<file path="config.mk">
export PLATFORM = sky130hd
export DESIGN_NAME = llDmaChannel
export DESIGN_NICKNAME = d
export VERILOG_FILES = /design/src/rtl/dmaPkg.sv /design/src/rtl/dmaDatapath.sv /design/src/rtl/dmaControl.sv /design/src/rtl/llDmaChannel.sv
export SDC_FILE = /design/constraint.sdc
export NUM_CORES = 1
export LEC_CHECK = 0
export BUFFER_PORTS_ARGS = -buffer_cell sky130_fd_sc_hd__buf_2
export CAP_MARGIN = 10
export CORE_AREA = 8 8 214 216
export CTS_CLUSTER_DIAMETER = 80
export CTS_CLUSTER_SIZE = 14
export DETAILED_ROUTE_END_ITERATION = 10
export DIE_AREA = 0 0 222 224
export HOLD_SLACK_MARGIN = 0.03
export SLEW_MARGIN = 15
export SYNTH_ARGS = -nofsm -noshare
export SYNTH_HDL_FRONTEND = slang
export SYNTH_SLANG_ARGS = --single-unit
</file>
<file path="constraint.sdc">
create_clock -name clk -period 5.8 [get_ports clk]
set_input_delay 0.58 -clock clk [delete_from_list [all_inputs] [get_ports clk]]
set_output_delay 0.58 -clock clk [all_outputs]
set_load 0.05 [all_outputs]
</file>
<file path="src/rtl/dmaPkg.sv">
package dmaPkg;
  localparam int DATA_W = 32;

  // register offsets; descriptor word i loads register i
  localparam logic [2:0] REG_SRC  = 3'd0;
  localparam logic [2:0] REG_DST  = 3'd1;
  localparam logic [2:0] REG_LINK = 3'd2;
  localparam logic [2:0] REG_CTLA = 3'd3;
  localparam logic [2:0] REG_CNT  = 3'd4;
  localparam logic [2:0] REG_CFG  = 3'd5;
  localparam logic [2:0] DESC_LAST = 3'd4;

  // config fields
  localparam int CFG_EN     = 0;
  localparam int CFG_FLOW_LO = 9;
  localparam int CFG_HALT   = 12;
  localparam int CFG_ACTIVE = 13;
  localparam int CFG_KEEP_W = 13;
  localparam logic [2:0] FLOW_M2P = 3'd1;
  localparam logic [2:0] FLOW_P2M = 3'd2;

  // control A fields
  localparam int CTLA_WID_LO = 16;
  localparam int CTLA_IRQ    = 31;

  typedef enum logic [3:0] {
    ST_IDLE, ST_WAIT, ST_RD, ST_RDW, ST_WR, ST_DONE, ST_FETCH, ST_FLOAD
  } chState_e;

  typedef enum logic [1:0] {SEL_SRC, SEL_DST, SEL_DESC} busSel_e;

  typedef struct packed {
    logic       capData;
    logic       step;
    logic       decCount;
    logic       latchBase;
    logic       loadWord;
    logic       clrEnable;
    logic [2:0] wordIdx;
    busSel_e    busSel;
  } ctlStrobe_t;
endpackage

</file>
<file path="src/rtl/dmaDatapath.sv">
module dmaDatapath
  import dmaPkg::*;
#(
  parameter int ADDR_W = 32,
  parameter int CNT_W  = 12
) (
  input  logic              clk,
  input  logic              rstN,
  input  logic              regWe,
  input  logic [2:0]        regAddr,
  input  logic [DATA_W-1:0] regWdata,
  output logic [DATA_W-1:0] regRdata,
  input  ctlStrobe_t        strb,
  input  logic              activeIn,
  input  logic [DATA_W-1:0] busRdata,
  output logic [ADDR_W-1:0] busAddr,
  output logic [DATA_W-1:0] busWdata,
  output logic [1:0]        busSize,
  output logic              en,
  output logic              halt,
  output logic              cntZero,
  output logic              nextZero,
  output logic              irqEn
);
  logic [ADDR_W-1:0]     srcReg, dstReg, linkReg, descBase;
  logic [DATA_W-1:0]     ctlA, dataReg;
  logic [CNT_W-1:0]      cntReg;
  logic [CFG_KEEP_W-1:0] cfgReg;
  logic [1:0]            wcode;
  logic [ADDR_W-1:0]     unitStep;
  logic                  srcInc, dstInc;
  logic                  wrSrc, wrDst, wrLink, wrCtlA, wrCnt, wrCfg;

  assign wrSrc  = regWe && (regAddr == REG_SRC);
  assign wrDst  = regWe && (regAddr == REG_DST);
  assign wrLink = regWe && (regAddr == REG_LINK);
  assign wrCtlA = regWe && (regAddr == REG_CTLA);
  assign wrCnt  = regWe && (regAddr == REG_CNT);
  assign wrCfg  = regWe && (regAddr == REG_CFG);

  assign wcode    = (ctlA[CTLA_WID_LO+2] || (ctlA[CTLA_WID_LO+1:CTLA_WID_LO] == 2'd3))
                    ? 2'd2 : ctlA[CTLA_WID_LO+1:CTLA_WID_LO];
  assign unitStep = ADDR_W'(1) << wcode;
  assign srcInc   = cfgReg[CFG_FLOW_LO+2:CFG_FLOW_LO] == FLOW_M2P;
  assign dstInc   = cfgReg[CFG_FLOW_LO+2:CFG_FLOW_LO] == FLOW_P2M;

  assign en       = cfgReg[CFG_EN];
  assign halt     = cfgReg[CFG_HALT];
  assign cntZero  = cntReg == '0;
  assign nextZero = linkReg == '0;
  assign irqEn    = ctlA[CTLA_IRQ];
  assign busWdata = dataReg;
  assign busSize  = wcode;

  always_comb begin
    unique case (strb.busSel)
      SEL_DST:  busAddr = dstReg;
      SEL_DESC: busAddr = descBase + ADDR_W'({strb.wordIdx, 2'b00});
      default:  busAddr = srcReg;
    endcase
  end

  // engine updates of a register win over a software write in the same cycle,
  // except config, where software wins over the chain-end clear
  always_ff @(posedge clk) begin
    if (!rstN) begin
      srcReg <= '0; dstReg <= '0; linkReg <= '0; descBase <= '0;
      ctlA <= '0; dataReg <= '0; cntReg <= '0; cfgReg <= '0;
    end else begin
      if (strb.capData)   dataReg  <= busRdata;
      if (strb.latchBase) descBase <= linkReg;

      if (strb.loadWord && strb.wordIdx == REG_SRC) srcReg <= ADDR_W'(busRdata);
      else if (strb.step && srcInc)                 srcReg <= srcReg + unitStep;
      else if (wrSrc)                               srcReg <= ADDR_W'(regWdata);

      if (strb.loadWord && strb.wordIdx == REG_DST) dstReg <= ADDR_W'(busRdata);
      else if (strb.step && dstInc)                 dstReg <= dstReg + unitStep;
      else if (wrDst)                               dstReg <= ADDR_W'(regWdata);

      if (strb.loadWord && strb.wordIdx == REG_LINK) linkReg <= ADDR_W'(busRdata);
      else if (wrLink)                               linkReg <= ADDR_W'(regWdata);

      if (strb.loadWord && strb.wordIdx == REG_CTLA) ctlA <= busRdata;
      else if (wrCtlA)                               ctlA <= regWdata;

      if (strb.loadWord && strb.wordIdx == REG_CNT) cntReg <= CNT_W'(busRdata);
      else if (strb.decCount)                       cntReg <= cntReg - CNT_W'(1);
      else if (wrCnt)                               cntReg <= CNT_W'(regWdata);

      if (wrCfg)               cfgReg <= regWdata[CFG_KEEP_W-1:0];
      else if (strb.clrEnable) cfgReg[CFG_EN] <= 1'b0;
    end
  end

  always_comb begin
    unique case (regAddr)
      REG_SRC:  regRdata = DATA_W'(srcReg);
      REG_DST:  regRdata = DATA_W'(dstReg);
      REG_LINK: regRdata = DATA_W'(linkReg);
      REG_CTLA: regRdata = ctlA;
      REG_CNT:  regRdata = DATA_W'(cntReg);
      REG_CFG:  regRdata = DATA_W'({activeIn, cfgReg});
      default:  regRdata = '0;
    endcase
  end

  // a unit retires by exactly one count
  p_count_step_r3: assert property (@(posedge clk) disable iff (!rstN)
    strb.decCount && !wrCnt |=> cntReg == $past(cntReg) - CNT_W'(1));

  // peripheral-to-memory steps only the destination, by the unit size
  p_addr_step_r4: assert property (@(posedge clk) disable iff (!rstN)
    strb.step && dstInc && !regWe |=> dstReg == $past(dstReg + unitStep) && $stable(srcReg));

  // the chain-end clear lands in the enable bit
  p_chain_stop_r7: assert property (@(posedge clk) disable iff (!rstN)
    strb.clrEnable && !wrCfg |=> !cfgReg[CFG_EN]);
endmodule

</file>
<file path="src/rtl/dmaControl.sv">
module dmaControl
  import dmaPkg::*;
(
  input  logic       clk,
  input  logic       rstN,
  input  logic       en,
  input  logic       halt,
  input  logic       cntZero,
  input  logic       nextZero,
  input  logic       irqEn,
  input  logic       perReq,
  output ctlStrobe_t strb,
  output logic       busReq,
  output logic       busWe,
  output logic       perAck,
  output logic       tcPulse,
  output logic       active
);
  chState_e   state, nxt;
  logic [2:0] idxReg;

  always_comb begin
    strb         = '0;
    strb.wordIdx = idxReg;
    strb.busSel  = SEL_SRC;
    busReq  = 1'b0;
    busWe   = 1'b0;
    perAck  = 1'b0;
    tcPulse = 1'b0;
    nxt     = state;
    if (!en) begin
      nxt = ST_IDLE;
    end else begin
      unique case (state)
        ST_IDLE: nxt = ST_WAIT;
        ST_WAIT: begin
          if (cntZero)              nxt = ST_DONE;
          else if (perReq && !halt) nxt = ST_RD;
        end
        ST_RD: begin
          busReq = 1'b1;
          nxt    = ST_RDW;
        end
        ST_RDW: begin
          strb.capData = 1'b1;
          nxt          = ST_WR;
        end
        ST_WR: begin
          busReq        = 1'b1;
          busWe         = 1'b1;
          perAck        = 1'b1;
          strb.busSel   = SEL_DST;
          strb.step     = 1'b1;
          strb.decCount = 1'b1;
          nxt           = ST_WAIT;
        end
        ST_DONE: begin
          tcPulse = irqEn;
          if (nextZero) begin
            strb.clrEnable = 1'b1;
            nxt            = ST_IDLE;
          end else begin
            strb.latchBase = 1'b1;
            nxt            = ST_FETCH;
          end
        end
        ST_FETCH: begin
          busReq      = 1'b1;
          strb.busSel = SEL_DESC;
          nxt         = ST_FLOAD;
        end
        ST_FLOAD: begin
          strb.loadWord = 1'b1;
          nxt = (idxReg == DESC_LAST) ? ST_WAIT : ST_FETCH;
        end
        default: nxt = ST_IDLE;
      endcase
    end
  end

  assign active = en && (state != ST_IDLE) && (state != ST_WAIT);

  always_ff @(posedge clk) begin
    if (!rstN) begin
      state  <= ST_IDLE;
      idxReg <= '0;
    end else begin
      state <= nxt;
      if (state == ST_DONE)                idxReg <= '0;
      else if (en && state == ST_FLOAD)    idxReg <= idxReg + 3'd1;
    end
  end

  // a halted channel never starts a unit
  p_halt_blocks_r10: assert property (@(posedge clk) disable iff (!rstN)
    state == ST_WAIT && halt |=> state != ST_RD);

  // one acknowledge per unit, never back to back
  p_ack_single_r3: assert property (@(posedge clk) disable iff (!rstN)
    perAck |=> !perAck);

  // terminal count is a single-cycle pulse
  p_tc_single_r9: assert property (@(posedge clk) disable iff (!rstN)
    tcPulse |=> !tcPulse);

  // once enable is gone the bus and the peripheral see nothing
  p_abort_quiet_r11: assert property (@(posedge clk) disable iff (!rstN)
    $fell(en) |-> !busReq && !perAck && !active);
endmodule

</file>
<file path="src/rtl/llDmaChannel.sv">
module llDmaChannel
  import dmaPkg::*;
#(
  parameter int ADDR_W = 32,
  parameter int CNT_W  = 12
) (
  input  logic              clk,
  input  logic              rstN,
  input  logic              regWe,
  input  logic [2:0]        regAddr,
  input  logic [31:0]       regWdata,
  output logic [31:0]       regRdata,
  output logic              busReq,
  output logic              busWe,
  output logic [ADDR_W-1:0] busAddr,
  output logic [1:0]        busSize,
  output logic [31:0]       busWdata,
  input  logic [31:0]       busRdata,
  input  logic              perReq,
  output logic              perAck,
  output logic              tcPulse
);
  ctlStrobe_t strb;
  logic en, halt, cntZero, nextZero, irqEn, active;

  dmaControl ctrl_i (
    .clk(clk), .rstN(rstN), .en(en), .halt(halt), .cntZero(cntZero),
    .nextZero(nextZero), .irqEn(irqEn), .perReq(perReq), .strb(strb),
    .busReq(busReq), .busWe(busWe), .perAck(perAck), .tcPulse(tcPulse),
    .active(active)
  );

  dmaDatapath #(.ADDR_W(ADDR_W), .CNT_W(CNT_W)) dp_i (
    .clk(clk), .rstN(rstN), .regWe(regWe), .regAddr(regAddr),
    .regWdata(regWdata), .regRdata(regRdata), .strb(strb), .activeIn(active),
    .busRdata(busRdata), .busAddr(busAddr), .busWdata(busWdata),
    .busSize(busSize), .en(en), .halt(halt), .cntZero(cntZero),
    .nextZero(nextZero), .irqEn(irqEn)
  );
endmodule

</file>
==> metrics.cfg, run 1 <==
[outcome]
outcome = completed

[sta]
fmax_mhz = 239.1
finalSetupViolCount = 0
rsz0062_at_grt = no
slew_violations = 0
max_slew.worst_pin.slew_ns = 1.103
hold_violations = 0
slew_headroom_pct = 26.40
setup_ws_ns = 1.618
finalCriticalPeriod_ns = 4.182
fin_crit_sh_pct = 72.11
fin_tns_setup_ns = 0
fin_skew_ns = 0.02954

[clock_network]
cts.path.max_buffers = 3
postCtsSetupRepairBufs = 0
numCtsBuffers = 19
cts_root_buffer = clkbuf_16
cts_tree = yes
clock-sinks = 223
ctsResizeCount = 0
clkTransAtPathRegs_ns = 0.07
htreeDepth = 1
holdBufCountCts = 0
worstSkewPairLatency_ns = 0.54

[placement]
placed_area_sq_um = 15750
place_congestion = 0.9540
port_buffers = 172
place_ws_ns = 2.130
dp_hpwl_mm = 45.31

[synth]
ys_async_sr_fraction_pct = 0
syn_area_sq_um = 14590
yosys_warnings = 0
synth_most_common_cell = nand2_1
synth_area_per_cell_sq_um = 7.977
synthTopCellsByCount = 295 x nand2_1, 223 x dfxtp_1, 117 x clkbuf_1
synth_top_area_share_pct = 30.60
yosysTopAreaCell = dfxtp_1
netlist_instances = 1829
ys_top_cells_by_area = dfxtp_1 31%, nand2_1 7.6%, mux2i_1 6.7%, o211a_1 3.9%, o21ai_0 3.5%
synth-edff-count = 0
ys.flop_type = dfxtp_1
yosys_register_bits = 223
synth.distinct_cells = 89
ys_seq_area_share_pct = 30.60

[grt]
grtUsageTotal_pct = 24.11
antenna_found_initial = 5
busiest_layer = met2
met3_usage_pct = 5.728
grtUsageMet2_pct = 38.20
grt_max_degree = 76
grt-ovfl-total = 0
grt_pass1_vias = 14430
use_met1_pct = 29.93
grt_pass1_wl_mm = 92.94

[worst_setup_path]
crit_fanout = 28
cp.required_ns = 5.22
critPathBufInv = 3
cpPeakStageDelay_ns = 0.70
critPathTopFamily = buffers and inverters
worst_setup_path_start_kind = flop
critical_path_class = reg -> out
slowest_stage = dfxtp_1
crit_chain = nor4bb_4 -> buf_4 -> inv_1 -> ha_1 -> nand2b_1 -> o221ai_1 -> buf_2
cp.arrival_ns = 3.60
cp-end-kind = output port

[cells_and_area]
nets = 1984
drive_gt1_share_pct = 14.58
final_util_pct = 38.24
fillers = 4415
fin_area_sq_um = 16250
multi_input_area_sq_um = 9433
ff_latch_area_sq_um = 4464
syn_to_final_growth_pct = 11.41

[routing]
wl_per_cell_um = 25.77
drt-total-wl_mm = 62.95
vias = 15300
viasPerCell = 6.263
drt_iter0_markers = 1897
drc_errors = 0
ant_nets = 0
drtPass1Iterations = 7

[min_path]
hold_path.class = in -> reg

[power_and_ir_drop]
fin_total_pwr_mw = 3.254
vdd_drop_max_mv = 0.1685
power.leakage_nw = 6.617
p_per_area_nw_per_um2 = 200.2

[floorplan]
die_x_um = 222
fp.dieArea_sq_um = 49730
io-pin-count = 173
core_sq_um = 42510
fp.dieH_um = 224
start_util_pct = 34.33
num_rows = 76

[flow_run]
max_cap_violations = 0

[sequential cells by signal, summed over array words and instances (netlist names), 12 cells and up]
signal         count
dp_i.cfgReg       13
dp_i.srcReg       32
dp_i.cntReg       12
dp_i.busWdata     32
dp_i.linkReg      32
dp_i.dstReg       32
dp_i.ctlA         32
dp_i.descBase     32
[placed cells by master (no fill, tap or decap), types with 37 or more instances in the layout]
cell and n:
xnor2_1 38, mux2i_1 97, nand2_1 294, a21oi_1 81, dfxtp_1 223, nand3_1 53
buf_2 171, nor2_1 105, a21boi_0 59, o211a_1 57, nor2b_1 37, o21ai_0 102
[area by class of cell]
cell class                      instances  area share [%]
Inverter                               31          0.7467
Tap cell                              546           4.203
Clock buffer                           20           2.948
Clock inverter                          1         0.05388
Sequential cell                       223           27.47
Antenna cell                            4         0.06158
Multi-Input combinational cell       1421           58.03
Timing Repair Buffer                  197           6.489
[per-stage QoR]
step,hold WS [ns],instances
2_1_floorplan,0.4431,1830
3_3_place_gp,0.4478,2418
3_5_place_dp,0.4559,2418
4_1_cts,0.3485,2439
5_1_grt,0.3647,2439
6_report,0.3622,2443
[logic make-up (layout without fill, tap and decap cells)]
logic type / count (synthesis) / after routing / share of synthesized area (%)
AO/OA/AOI/OAI: 560 / 560 / 27.47
AND/OR/NAND/NOR: 663 / 663 / 21.70
XOR/XNOR: 58 / 58 / 3.482
buffers and inverters: 186 / 249 / 5.214
adder cells (fa/ha/maj): 20 / 20 / 1.767
flip-flops: 223 / 223 / 30.60
other: 1 / 6 / 0.02570
multiplexers: 118 / 118 / 9.742
[path summary, 6_finish.rpt]
path	startpoint	endpoint	slack, ns	depth (start not counted)
max reg2reg	ctrl_i.state[1]$_SDFFE_PN0P_	dp_i.srcReg[27]$_SDFFE_PN0P_	2.26	8
min reg2reg	dp_i.busWdata[29]$_SDFFE_PN0P_	dp_i.busWdata[29]$_SDFFE_PN0P_	0.46	2
max	ctrl_i.state[1]$_SDFFE_PN0P_	busAddr[26]	1.62	7
min	busRdata[26]	dp_i.busWdata[26]$_SDFFE_PN0P_	0.36	3
[power breakdown]
part	total, mW	switching, mW	internal, mW
Combinational	0.443	0.302	0.141
Clock	1.20	0.616	0.586
Sequential	1.61	0.0524	1.56
Total	3.25	0.970	2.28
[tightest hold or removal path, cell delays in order]
cell      delay, ns
buf_2          0.14
nand2_1        0.06
a21boi_0       0.07
[per-layer routing]
metal / wire length (um) / vias up
met2: 27370 / 887
met4: 4192 / 4
li1: - / 6852
met3: 6309 / 199
met1: 25050 / 7358
met5: 26 / -
(Power assumes the default switching activity.)
==> run 2, diff against run 1 <==
- clock period: 5.8 -> 3.7 ns (I/O delays scaled with it)
==> run 2 against run 1 <==
  * Clock-buffer cell count unchanged
  * Largest cell class unchanged
  * Largest power group unchanged
  * Combinational power increased by 60%
  * Worst hold slack got worse by 0.18 ns
  * Highest routed layer unchanged
==> metrics.cfg, run 2 (synthesis results as in run 1) <==
[floorplan]
start_util_pct = 34.33  ; unchanged
die_x_um = 222  ; unchanged
core_sq_um = 42510  ; unchanged
num_rows = 76  ; unchanged
fp.dieH_um = 224  ; unchanged
io-pin-count = 173  ; unchanged
fp.dieArea_sq_um = 49730  ; unchanged

[min_path]
hold_path.class = in -> reg

[power_and_ir_drop]
power_frac_seq_pct = 49.5  ; about the same
p_switching_mw = 1.508  ; +56%
vdd_drop_max_mv = 0.2542  ; +51%
fin_total_pwr_mw = 5.094  ; +57%
p_per_area_nw_per_um2 = 309.3  ; +55%
power.leakage_nw = 6.744  ; +1.9%
internal-power_mw = 3.586  ; +57%
p_clk_share_pct = 36.6  ; -0.3 points
switching_share_pct = 29.61  ; -0.20 points
comb_power_share_pct = 13.9  ; +0.3 points

[sta]
fin_skew_ns = 0.01117  ; -0.01836 ns
slew_violations = 0  ; unchanged
finalSetupViolCount = 0  ; unchanged
fin_tns_setup_ns = 0  ; unchanged
hold_violations = 0  ; unchanged
max_slew.worst_pin.slew_ns = 1.129  ; +0.02636 ns
finalCriticalPeriod_ns = 3.483
fmax_mhz = 287.1
slew_headroom_pct = 24.64  ; -1.8 points
rsz0062_at_grt = no
fin_crit_sh_pct = 94.15
holdWs_ns = 0.1799  ; -0.1823 ns

[grt]
grtUsageMet2_pct = 38.50  ; +0.30 points
busiest_layer = met2
grt_pass1_wl_mm = 94.11  ; +1.3%
grtUsageTotal_pct = 24.27  ; +0.16 points
use_met1_pct = 31.09  ; +1.2 points
grt-ovfl-total = 0  ; unchanged
grt_max_degree = 84  ; +11%
grt_pass1_vias = 14560  ; +0.90%
antenna_found_initial = 4  ; -1
met3_usage_pct = 4.983  ; -0.75 points

[routing]
drtPass1Iterations = 6  ; -1
viasPerCell = 6.274  ; +0.17%
drt-total-wl_mm = 63.20  ; +0.39%
ant_nets = 0  ; unchanged
wl_per_cell_um = 25.66  ; -0.42%
vias = 15450  ; +0.99%
drc_errors = 0  ; unchanged
drt_iter0_markers = 1966  ; +3.6%

[cells_and_area]
stdcell_count = 2463  ; +0.82%
nets = 2006  ; +1.1%
most-common-layout-cells = 294 x nand2_1, 223 x dfxtp_1, 170 x buf_2
syn_to_final_growth_pct = 12.88
final_common_cell = nand2_1
drive_gt1_share_pct = 15.57  ; +0.99 points
final_util_pct = 38.75  ; +0.51 points

[clock_network]
postCtsSetupRepairBufs = 0  ; unchanged
cts_tree = yes
ctsResizeCount = 0  ; unchanged
holdBufCountCts = 0  ; unchanged
htreeDepth = 1  ; unchanged
numCtsBuffers = 19  ; unchanged
clkTransAtPathRegs_ns = 0.07  ; about the same
cts.path.max_buffers = 3  ; unchanged
clock-sinks = 223  ; unchanged
worstSkewPairLatency_ns = 0.51  ; -0.03 ns
cts_root_buffer = clkbuf_16

[placement]
dp_hpwl_mm = 46.33  ; +2.2%
place_congestion = 0.9456  ; -0.88%
port_buffers = 172  ; unchanged
placedCellCount = 2440  ; +0.91%

[outcome]
outcome = completed

[worst_setup_path]
cp.arrival_ns = 3.11  ; -0.49 ns
crit_fanout = 7  ; -75%
cp.required_ns = 3.33  ; -1.89 ns
critical_path_class = reg -> out
cp-end-kind = output port
worst_setup_path_start_kind = flop

[flow_run]
max_cap_violations = 0  ; unchanged

## run 2: per-stage QoR
step,worst slack (ns),instance area (sq um)
2_1_floorplan,0.4149,14590
3_3_place_gp,0.7028,15980
3_5_place_dp,0.6872,15980
4_1_cts,0.1619,16450
5_1_grt,0.003679,16460
6_report,0.2166,16470
## run 2: cell type report
class | count | area [sq um]
Antenna cell | 3 | 7.507
Clock buffer | 20 | 479.2
Fill cell | 4356 | 26040
Inverter | 31 | 121.4
Multi-Input combinational cell | 1421 | 9429
Sequential cell | 223 | 4464
Tap cell | 546 | 683.2
Timing Repair Buffer | 219 | 1285
## run 2: layer usage
metal  vias up  wire length (um)
li1       6887                 -
met5         -                13
met3       176              6267
met1      7490             25240
met2       897             27920
met4         2              3751
## run 2: power by group through the flow
stage	combinational, mW	sequential [mW]	clock, mW
detailed placement	0.691	2.57	0
global route	0.744	2.52	1.99
global placement	0.685	2.57	0
CTS	0.694	2.52	1.89
floorplan	0.429	2.53	0
finish	0.710	2.52	1.87
## run 2: worst paths after layout
check / from / to / slack [ns] / cells after the start
worst max-delay path: ctrl_i.idxReg[1]$_SDFFE_PP0P_ / busAddr[11] / 0.22 / 8
worst min-delay path: busRdata[19] / dp_i.busWdata[19]$_SDFFE_PN0P_ / 0.18 / 3
worst max register to register: ctrl_i.state[2]$_SDFFE_PN0P_ / dp_i.srcReg[24]$_SDFFE_PN0P_ / 0.62 / 7
worst min register to register: dp_i.busWdata[17]$_SDFFE_PN0P_ / dp_i.busWdata[17]$_SDFFE_PN0P_ / 0.46 / 2
## run 2: worst max-delay path, cell delays in order (launching register included)
cell and delay [ns]:
dfxtp_1 0.41, ha_1 0.25, a21o_1 0.15, a21oi_1 0.63, nor2_1 0.27, and3_1 0.27, xnor2_1 0.12, o221ai_1 0.19
buf_2 0.30
